`src/rtl/clkpat_pkg.sv`:
```
`timescale 1ns/1ps
// Package clkpat_pkg
// Shared types for the pattern-replay clock divider.
package clkpat_pkg;
    // Selects which input clock edge launches the output bit.
    typedef enum logic {
        EDGE_RISE = 1'b0,
        EDGE_FALL = 1'b1
    } edge_sel_e;
endpackage

```
`src/rtl/clkpat_builder.sv`:
```
`timescale 1ns/1ps
// Module clkpat_builder
// Combinational pattern calculator. For divide code d (ratio N = 2^d) and
// delay s, bit i of the pattern is 1 when ((i + PAT_W - s) mod N) < N/2.
// Assumes PAT_W is a power of two, so every legal N divides PAT_W.
// Codes larger than log2(PAT_W) are clamped. Code 0 raises bypass.
module clkpat_builder #(
    parameter int unsigned PAT_W = 16,
    parameter int unsigned DIV_W = 3,
    parameter int unsigned SH_W  = 2
) (
    input  logic [DIV_W-1:0] div_log2,
    input  logic [SH_W-1:0]  shift,
    output logic [PAT_W-1:0] pattern,
    output logic             bypass
);
    localparam int unsigned MAXL = $clog2(PAT_W);
    localparam int unsigned IW   = MAXL + 1;

    logic [DIV_W-1:0] eff;
    logic [IW-1:0]    mask;
    logic [IW-1:0]    half;

    // Clamp the divide code and derive the index mask and half period.
    always_comb begin
        eff  = (div_log2 > MAXL[DIV_W-1:0]) ? MAXL[DIV_W-1:0] : div_log2;
        mask = (IW'(1) << eff) - IW'(1);
        half = (eff == '0) ? IW'(1) : (IW'(1) << (eff - 1'b1));
    end

    assign bypass = (eff == '0);

    // One comparator per pattern bit, each giving that bit's phase.
    for (genvar i = 0; i < PAT_W; i++) begin : g_bit
        logic [IW-1:0] pos;
        assign pos        = (IW'(i) + IW'(PAT_W) - IW'(shift)) & mask;
        assign pattern[i] = (pos < half);
    end
endmodule

```
`src/rtl/clkpat_pointer.sv`:
```
`timescale 1ns/1ps
// Module clkpat_pointer
// Replay position counter and end-index register. The position steps by one
// on each rising edge and wraps to 0 after the end index. A load sets the
// position to 0 and captures a new end index in the same edge.
module clkpat_pointer #(
    parameter int unsigned IDX_W = 4
) (
    input  logic             clk,
    input  logic             rst_n,
    input  logic             load,
    input  logic [IDX_W-1:0] load_end,
    output logic [IDX_W-1:0] ptr_q,
    output logic [IDX_W-1:0] ptr_nxt
);
    logic [IDX_W-1:0] end_q;

    // Next position: restart on load, wrap at the end index, else step.
    always_comb begin
        if (load)
            ptr_nxt = '0;
        else if (ptr_q == end_q)
            ptr_nxt = '0;
        else
            ptr_nxt = ptr_q + 1'b1;
    end

    // Position and end-index registers.
    always_ff @(posedge clk) begin
        if (!rst_n) begin
            ptr_q <= '0;
            end_q <= '1;
        end else begin
            ptr_q <= ptr_nxt;
            if (load)
                end_q <= load_end;
        end
    end

    assert_ptr_in_range_R4: assert property (@(posedge clk) disable iff (!rst_n)
        ptr_q <= end_q);
    assert_ptr_wrap_R4: assert property (@(posedge clk) disable iff (!rst_n)
        (!load && ptr_q == end_q) |=> (ptr_q == '0));
    assert_ptr_step_R2: assert property (@(posedge clk) disable iff (!rst_n)
        (!load && ptr_q != end_q) |=> (ptr_q == $past(ptr_q) + 1'b1));
    assert_load_restart_R8: assert property (@(posedge clk) disable iff (!rst_n)
        load |=> (ptr_q == '0));
    assert_reset_ptr_R1: assert property (@(posedge clk)
        !rst_n |=> (ptr_q == '0));
endmodule

```
`src/rtl/clkpat_edge_stage.sv`:
```
`timescale 1ns/1ps
// Module clkpat_edge_stage
// Two output launch registers: one clocked on the rising edge, one on the
// falling edge. Assumes the caller gives each flop the bit that belongs to
// its launch point. Both flops clear under reset.
module clkpat_edge_stage (
    input  logic clk,
    input  logic rst_n,
    input  logic rise_d,
    input  logic fall_d,
    output logic rise_q,
    output logic fall_q
);
    // Rising-edge launch of the next replayed bit.
    always_ff @(posedge clk) begin
        if (!rst_n)
            rise_q <= 1'b0;
        else
            rise_q <= rise_d;
    end

    // Falling-edge launch of the current replayed bit.
    always_ff @(negedge clk) begin
        if (!rst_n)
            fall_q <= 1'b0;
        else
            fall_q <= fall_d;
    end
endmodule

```
`src/rtl/clkpat_wavegen.sv`:
```
`timescale 1ns/1ps
// Module clkpat_wavegen
// Top of the pattern-replay clock divider. It holds the configuration
// registers, builds the pattern from the divide code and delay, replays the
// pattern through the pointer and launches the bit on the chosen edge.
// Divide code 0 passes clk_in straight to the output. Assumes configuration
// changes only through cfg_load; no glitch-free switching is attempted.
module clkpat_wavegen
    import clkpat_pkg::*;
#(
    parameter int unsigned PAT_W = 16,
    parameter int unsigned DIV_W = 3,
    parameter int unsigned SH_W  = 2,
    localparam int unsigned IDX_W = $clog2(PAT_W)
) (
    input  logic             clk_in,
    input  logic             rst_n,
    input  logic             cfg_load,
    input  logic [DIV_W-1:0] cfg_div_log2,
    input  logic [SH_W-1:0]  cfg_shift,
    input  logic [IDX_W-1:0] cfg_end,
    input  logic             cfg_fall,
    input  logic             cfg_mode,
    output logic             clk_out
);
    logic [PAT_W-1:0] built_pat;
    logic             built_bypass;
    logic [PAT_W-1:0] pat_q;
    logic [PAT_W-1:0] pat_nxt;
    logic             mode_q;
    logic             bypass_q;
    edge_sel_e        edge_q;
    logic [IDX_W-1:0] ptr_q;
    logic [IDX_W-1:0] ptr_nxt;
    logic             rise_q;
    logic             fall_q;

    clkpat_builder #(
        .PAT_W (PAT_W),
        .DIV_W (DIV_W),
        .SH_W  (SH_W)
    ) builder_i (
        .div_log2 (cfg_div_log2),
        .shift    (cfg_shift),
        .pattern  (built_pat),
        .bypass   (built_bypass)
    );

    clkpat_pointer #(
        .IDX_W (IDX_W)
    ) pointer_i (
        .clk      (clk_in),
        .rst_n    (rst_n),
        .load     (cfg_load),
        .load_end (cfg_end),
        .ptr_q    (ptr_q),
        .ptr_nxt  (ptr_nxt)
    );

    // Pattern that holds after this edge: the new one on load.
    assign pat_nxt = cfg_load ? built_pat : pat_q;

    // Configuration registers, captured on the load strobe.
    always_ff @(posedge clk_in) begin
        if (!rst_n) begin
            pat_q    <= '0;
            mode_q   <= 1'b0;
            bypass_q <= 1'b0;
            edge_q   <= EDGE_RISE;
        end else if (cfg_load) begin
            pat_q    <= built_pat;
            mode_q   <= cfg_mode;
            bypass_q <= built_bypass;
            edge_q   <= cfg_fall ? EDGE_FALL : EDGE_RISE;
        end
    end

    clkpat_edge_stage edge_i (
        .clk    (clk_in),
        .rst_n  (rst_n),
        .rise_d (pat_nxt[ptr_nxt]),
        .fall_d (pat_q[ptr_q]),
        .rise_q (rise_q),
        .fall_q (fall_q)
    );

    // Output select: disabled, bypass, or the chosen edge's register.
    always_comb begin
        if (!mode_q)
            clk_out = 1'b0;
        else if (bypass_q)
            clk_out = clk_in;
        else if (edge_q == EDGE_FALL)
            clk_out = fall_q;
        else
            clk_out = rise_q;
    end

    assert_mode_off_R7: assert property (@(posedge clk_in) disable iff (!rst_n)
        !mode_q |-> !clk_out);
    assert_half_duty_R2: assert property (@(posedge clk_in) disable iff (!rst_n)
        (mode_q && !bypass_q) |-> ($countones(pat_q) == PAT_W / 2));
    assert_rise_tracks_R4: assert property (@(posedge clk_in) disable iff (!rst_n)
        (!cfg_load && mode_q && !bypass_q && edge_q == EDGE_RISE)
            |=> (clk_out == pat_q[ptr_q]));
endmodule

```
`config.mk`:
```
export PLATFORM = sky130hd
export DESIGN_NAME = clkpat_wavegen
export DESIGN_NICKNAME = d
export VERILOG_FILES = /design/src/rtl/clkpat_pkg.sv /design/src/rtl/clkpat_builder.sv /design/src/rtl/clkpat_pointer.sv /design/src/rtl/clkpat_edge_stage.sv /design/src/rtl/clkpat_wavegen.sv
export SDC_FILE = /design/constraint.sdc
export NUM_CORES = 1
export LEC_CHECK = 0
export BUFFER_PORTS_ARGS = -buffer_cell sky130_fd_sc_hd__buf_2
export CORE_ASPECT_RATIO = 1.2
export CORE_MARGIN = 3
export CORE_UTILIZATION = 40
export CTS_BUF_LIST = sky130_fd_sc_hd__clkbuf_8 sky130_fd_sc_hd__clkbuf_16
export CTS_CLUSTER_SIZE = 28
export DETAILED_ROUTE_END_ITERATION = 6
export GPL_TIMING_DRIVEN = 0
export PLACE_DENSITY_LB_ADDON = 0.1
export SLEW_MARGIN = 5
export SYNTH_ARGS = -nofsm -noshare
export SYNTH_HDL_FRONTEND = slang
export SYNTH_SLANG_ARGS = --single-unit
```
`constraint.sdc`:
```
create_clock -name clk_in -period 5.8 [get_ports clk_in]
set_clock_uncertainty 0.15 [all_clocks]
set_input_delay 1.16 -clock clk_in [delete_from_list [all_inputs] [get_ports clk_in]]
set_output_delay 1.16 -clock clk_in [all_outputs]
set_load 0.01 [all_outputs]
```
==> results.json <==
{
  "status": "finished, final reports clean",
  "r2r_slack_ns": 0.96,
  "grt_pass1_vias": 1886,
  "timing.critical_path.required_ns": 4.49,
  "fin_setup_tns_ns": 0,
  "layoutNonFillerInstCount": 352,
  "row_count": 29,
  "criticalPathCategory": "reg -> out",
  "seq_area_frac_synth": 0.259,
  "grt_max_degree": 11,
  "die_width_um": 74.3,
  "synthArstFlopShare": 0,
  "power.share.combinational": 0.247,
  "num_io_pins": 15,
  "leakage_nw": 1.06,
  "final_critical_path_setup_slack_ns": 0.358,
  "ys_ff_latch": 29,
  "maxSlewViolCount": 0,
  "post_cts_setup_repair_bufs": 0,
  "placed_area_mm2": 0.00238,
  "finalHoldViolCount": 0,
  "globalRouteTotalUtil": 0.195,
  "grt_first_pass_wirelength_um": 9470,
  "ys_types": 57,
  "synthCells": 266,
  "drt_wl_total_um": 5780,
  "synthesis.nets": 300,
  "seq_power_share": 0.374,
  "drc": 0,
  "antenna_diodes": 0,
  "post_drt_via_cell_ratio": 5.72,
  "switchingPower_uw": 185,
  "routedWlPerCell_um": 16.4,
  "worst-endpoint-arrival_ns": 4.13,
  "worst_skew_pair.late_latency_ns": 0.40,
  "cp-startpoint": "edge_i.fall_q",
  "placeableCoreArea_mm2": 0.00537,
  "layout-drive-gt1-share": 0.138,
  "powerDensity_mw_per_mm2": 239,
  "post-dp-hpwl_um": 4490,
  "routability_congestion_estimate": 0.850,
  "worstSetupEndpointType": "output port",
  "capturing_element_of_the_worst_setup_path": "clk_out",
  "worst_r2r_path_depth": 4,
  "finish.net_count": 323,
  "antenna_found_initial": 0,
  "tightestPinTransition_ns": 0.727,
  "nFillCells": 567,
  "placement.setup.worst_slack_ns": 0.770,
  "num_vias": 2014,
  "synth_edf_count": 0,
  "yosys_most_used_dff": "sky130_fd_sc_hd__dfxtp_1",
  "cap_violations": 0,
  "syn_avg_cell_area_um2": 8.42,
  "power.switching_fraction": 0.308,
  "critical_path.max_fanout": 1,
  "hp-class": "reg -> reg",
  "vdd_ir_drop_max_v": 0.000108,
  "post-place-cells": 341,
  "postRouteAntennaNets": 0,
  "internal_power_uw": 417,
  "cts.reportedPaths.clkPinSlew_ns": 0.06,
  "syn_area_mm2": 0.00224,
  "design.die.area_mm2": 0.00654,
  "finish.instance_area_mm2": 0.00251,
  "clock_power_share": 0.380,
  "numPortBuffers": 13,
  "critical_r2r_launch": "pointer_i.ptr_q[0]",
  "end_of_the_worst_register_to_register_path": "edge_i.fall_q",
  "first_pass_drt_iterations": 4,
  "setup_viol": 0,
  "die_height_um": 88.0,
  "globalRoute.totalOverflow": 0,
  "tritoncts": "built",
  "drt_iter0_markers": 107,
  "synth_warnings": 0,
  "slew_headroom": 0.515,
  "unrepaired_setup_endpoints_after_global_routing": "false",
  "post_cts.resized_instances": 0,
  "critical_path.startpoint_type": "flop",
  "synthToLayoutAreaGrowth_pct": 12.2,
  "hold_buffers_post_cts": 0,
  "start_util": 0.417
}
## worst min-delay path by stage
stage                       startpoint            endpoint  cells after the start  slack (ns)
CTS                           pat_q[1]            pat_q[1]                      2        0.34
detailed placement              mode_q              mode_q                      2        0.33
global placement                mode_q              mode_q                      2        0.32
global route        pointer_i.end_q[1]  pointer_i.end_q[1]                      2        0.36
floorplan                     pat_q[1]            pat_q[1]                      2        0.29
finish                        pat_q[1]            pat_q[1]                      2        0.33
## synthesized netlist by cell type, types with 3 or more instances
cell / number / area (um^2)
sky130_fd_sc_hd__o21ai_0: 5 / 25.0
sky130_fd_sc_hd__inv_1: 10 / 37.5
sky130_fd_sc_hd__ha_1: 20 / 250
sky130_fd_sc_hd__and2_1: 6 / 37.5
sky130_fd_sc_hd__nand2b_1: 4 / 25.0
sky130_fd_sc_hd__nand2_1: 33 / 124
sky130_fd_sc_hd__nand3_1: 5 / 25.0
sky130_fd_sc_hd__a211oi_1: 3 / 22.5
sky130_fd_sc_hd__mux2i_1: 9 / 90.1
sky130_fd_sc_hd__mux4_1: 4 / 105
sky130_fd_sc_hd__o31ai_1: 6 / 45.0
sky130_fd_sc_hd__nor3_1: 6 / 30.0
sky130_fd_sc_hd__clkbuf_1: 8 / 30.0
sky130_fd_sc_hd__nor2b_1: 8 / 50.1
sky130_fd_sc_hd__dfxtp_1: 29 / 581
sky130_fd_sc_hd__nor2_1: 31 / 116
sky130_fd_sc_hd__nor3b_1: 3 / 22.5
sky130_fd_sc_hd__a31oi_1: 5 / 31.3
sky130_fd_sc_hd__a21oi_1: 19 / 95.1
sky130_fd_sc_hd__a311oi_1: 3 / 26.3
sky130_fd_sc_hd__xor2_1: 3 / 26.3
## cell type report
cell class	instances	area [um^2]	share of cell area
Multi-Input combinational cell	213	1540	0.610
Buffer	12	80.1	0.0318
Clock buffer	10	129	0.0512
Inverter	11	41.3	0.0164
Clock inverter	3	11.3	0.00448
Sequential cell	29	581	0.231
Tap cell	62	77.6	0.0308
Timing Repair Buffer	12	60.1	0.0239
## routing by layer
layer	up-vias	wire length [um]	global-route usage
met3	9	222	0.0321
li1	1011	-	-
met5	-	0	0
met2	43	3010	0.348
met4	0	106	0.0922
met1	951	2440	0.222
## cell families after synthesis
| logic type | Yosys count | share of synthesized area |
|---|---|---|
| AND/OR/NAND/NOR | 105 | 0.228 |
| AO/OA/AOI/OAI | 67 | 0.209 |
| flip-flops | 29 | 0.259 |
| buffers and inverters | 24 | 0.0558 |
| adder cells (fa/ha/maj) | 20 | 0.112 |
| multiplexers | 14 | 0.0972 |
| XOR/XNOR | 7 | 0.0391 |
## layout by cell type (no fill, tap or decap), types with 2 or more instances in the layout
master                     Yosys  routed
sky130_fd_sc_hd__nand3_1       5       5
sky130_fd_sc_hd__buf_2         0      13
sky130_fd_sc_hd__clkbuf_8      2      11
sky130_fd_sc_hd__a31oi_1       5       5
sky130_fd_sc_hd__nor2_1       31      31
sky130_fd_sc_hd__nand2b_1      4       4
sky130_fd_sc_hd__xor2_1        3       3
sky130_fd_sc_hd__nor3b_1       3       3
sky130_fd_sc_hd__clkinv_1      2       2
sky130_fd_sc_hd__and2_1        6       6
sky130_fd_sc_hd__o211ai_1      2       2
sky130_fd_sc_hd__o21bai_1      2       2
sky130_fd_sc_hd__buf_6         2       2
sky130_fd_sc_hd__a211oi_1      3       3
sky130_fd_sc_hd__a21o_2        2       2
sky130_fd_sc_hd__a22o_1        2       2
sky130_fd_sc_hd__o31ai_1       6       6
sky130_fd_sc_hd__mux2i_1       9       9
sky130_fd_sc_hd__a21boi_2      2       2
sky130_fd_sc_hd__nand2_1      33      33
sky130_fd_sc_hd__xnor2_1       2       2
sky130_fd_sc_hd__a21oi_1      19      19
sky130_fd_sc_hd__inv_1        10      12
sky130_fd_sc_hd__nor2b_1       8       8
sky130_fd_sc_hd__nor3_1        6       6
sky130_fd_sc_hd__o21ai_0       5       5
sky130_fd_sc_hd__clkbuf_1      8       8
sky130_fd_sc_hd__dfxtp_1      29      29
sky130_fd_sc_hd__a311oi_1      3       3
sky130_fd_sc_hd__ha_1         20      20
sky130_fd_sc_hd__mux4_1        4       4
sky130_fd_sc_hd__o41ai_1       2       2
## state kept, by name, summed over array words and instances (netlist names)
register and cells:
pat_q 16, edge_i.fall_q 1, mode_q 1, pointer_i.ptr_q 4, edge_i.rise_q 1, bypass_q 1
pointer_i.end_q 4, edge_q 1
## through the flow
step	utilization	power (mW)	hold slack [ns]
finish	0.468	0.602	0.335
CTS	0.468	0.608	0.343
floorplan	-	0.341	0.289
global route	0.468	0.639	0.365
detailed placement	0.444	0.382	0.332
global placement	0.444	0.381	0.319
## power groups by stage
stage                     Clock (mW)  Combinational (mW)  Sequential (mW)
after global routing           0.245               0.167            0.227
after detailed placement     0.00362               0.149            0.229
after floorplan              0.00337               0.112            0.226
after global placement       0.00362               0.148            0.229
final                          0.228               0.148            0.225
after CTS                      0.233               0.150            0.225
## worst max-delay path, stage by stage (launching register included)
cell and delay (ns):
sky130_fd_sc_hd__dfxtp_1 0.29, sky130_fd_sc_hd__mux2i_1 0.12, sky130_fd_sc_hd__o21ai_0 0.08, sky130_fd_sc_hd__and2_1 0.15, sky130_fd_sc_hd__buf_2 0.13
Power figures use the tool's default switching activity.
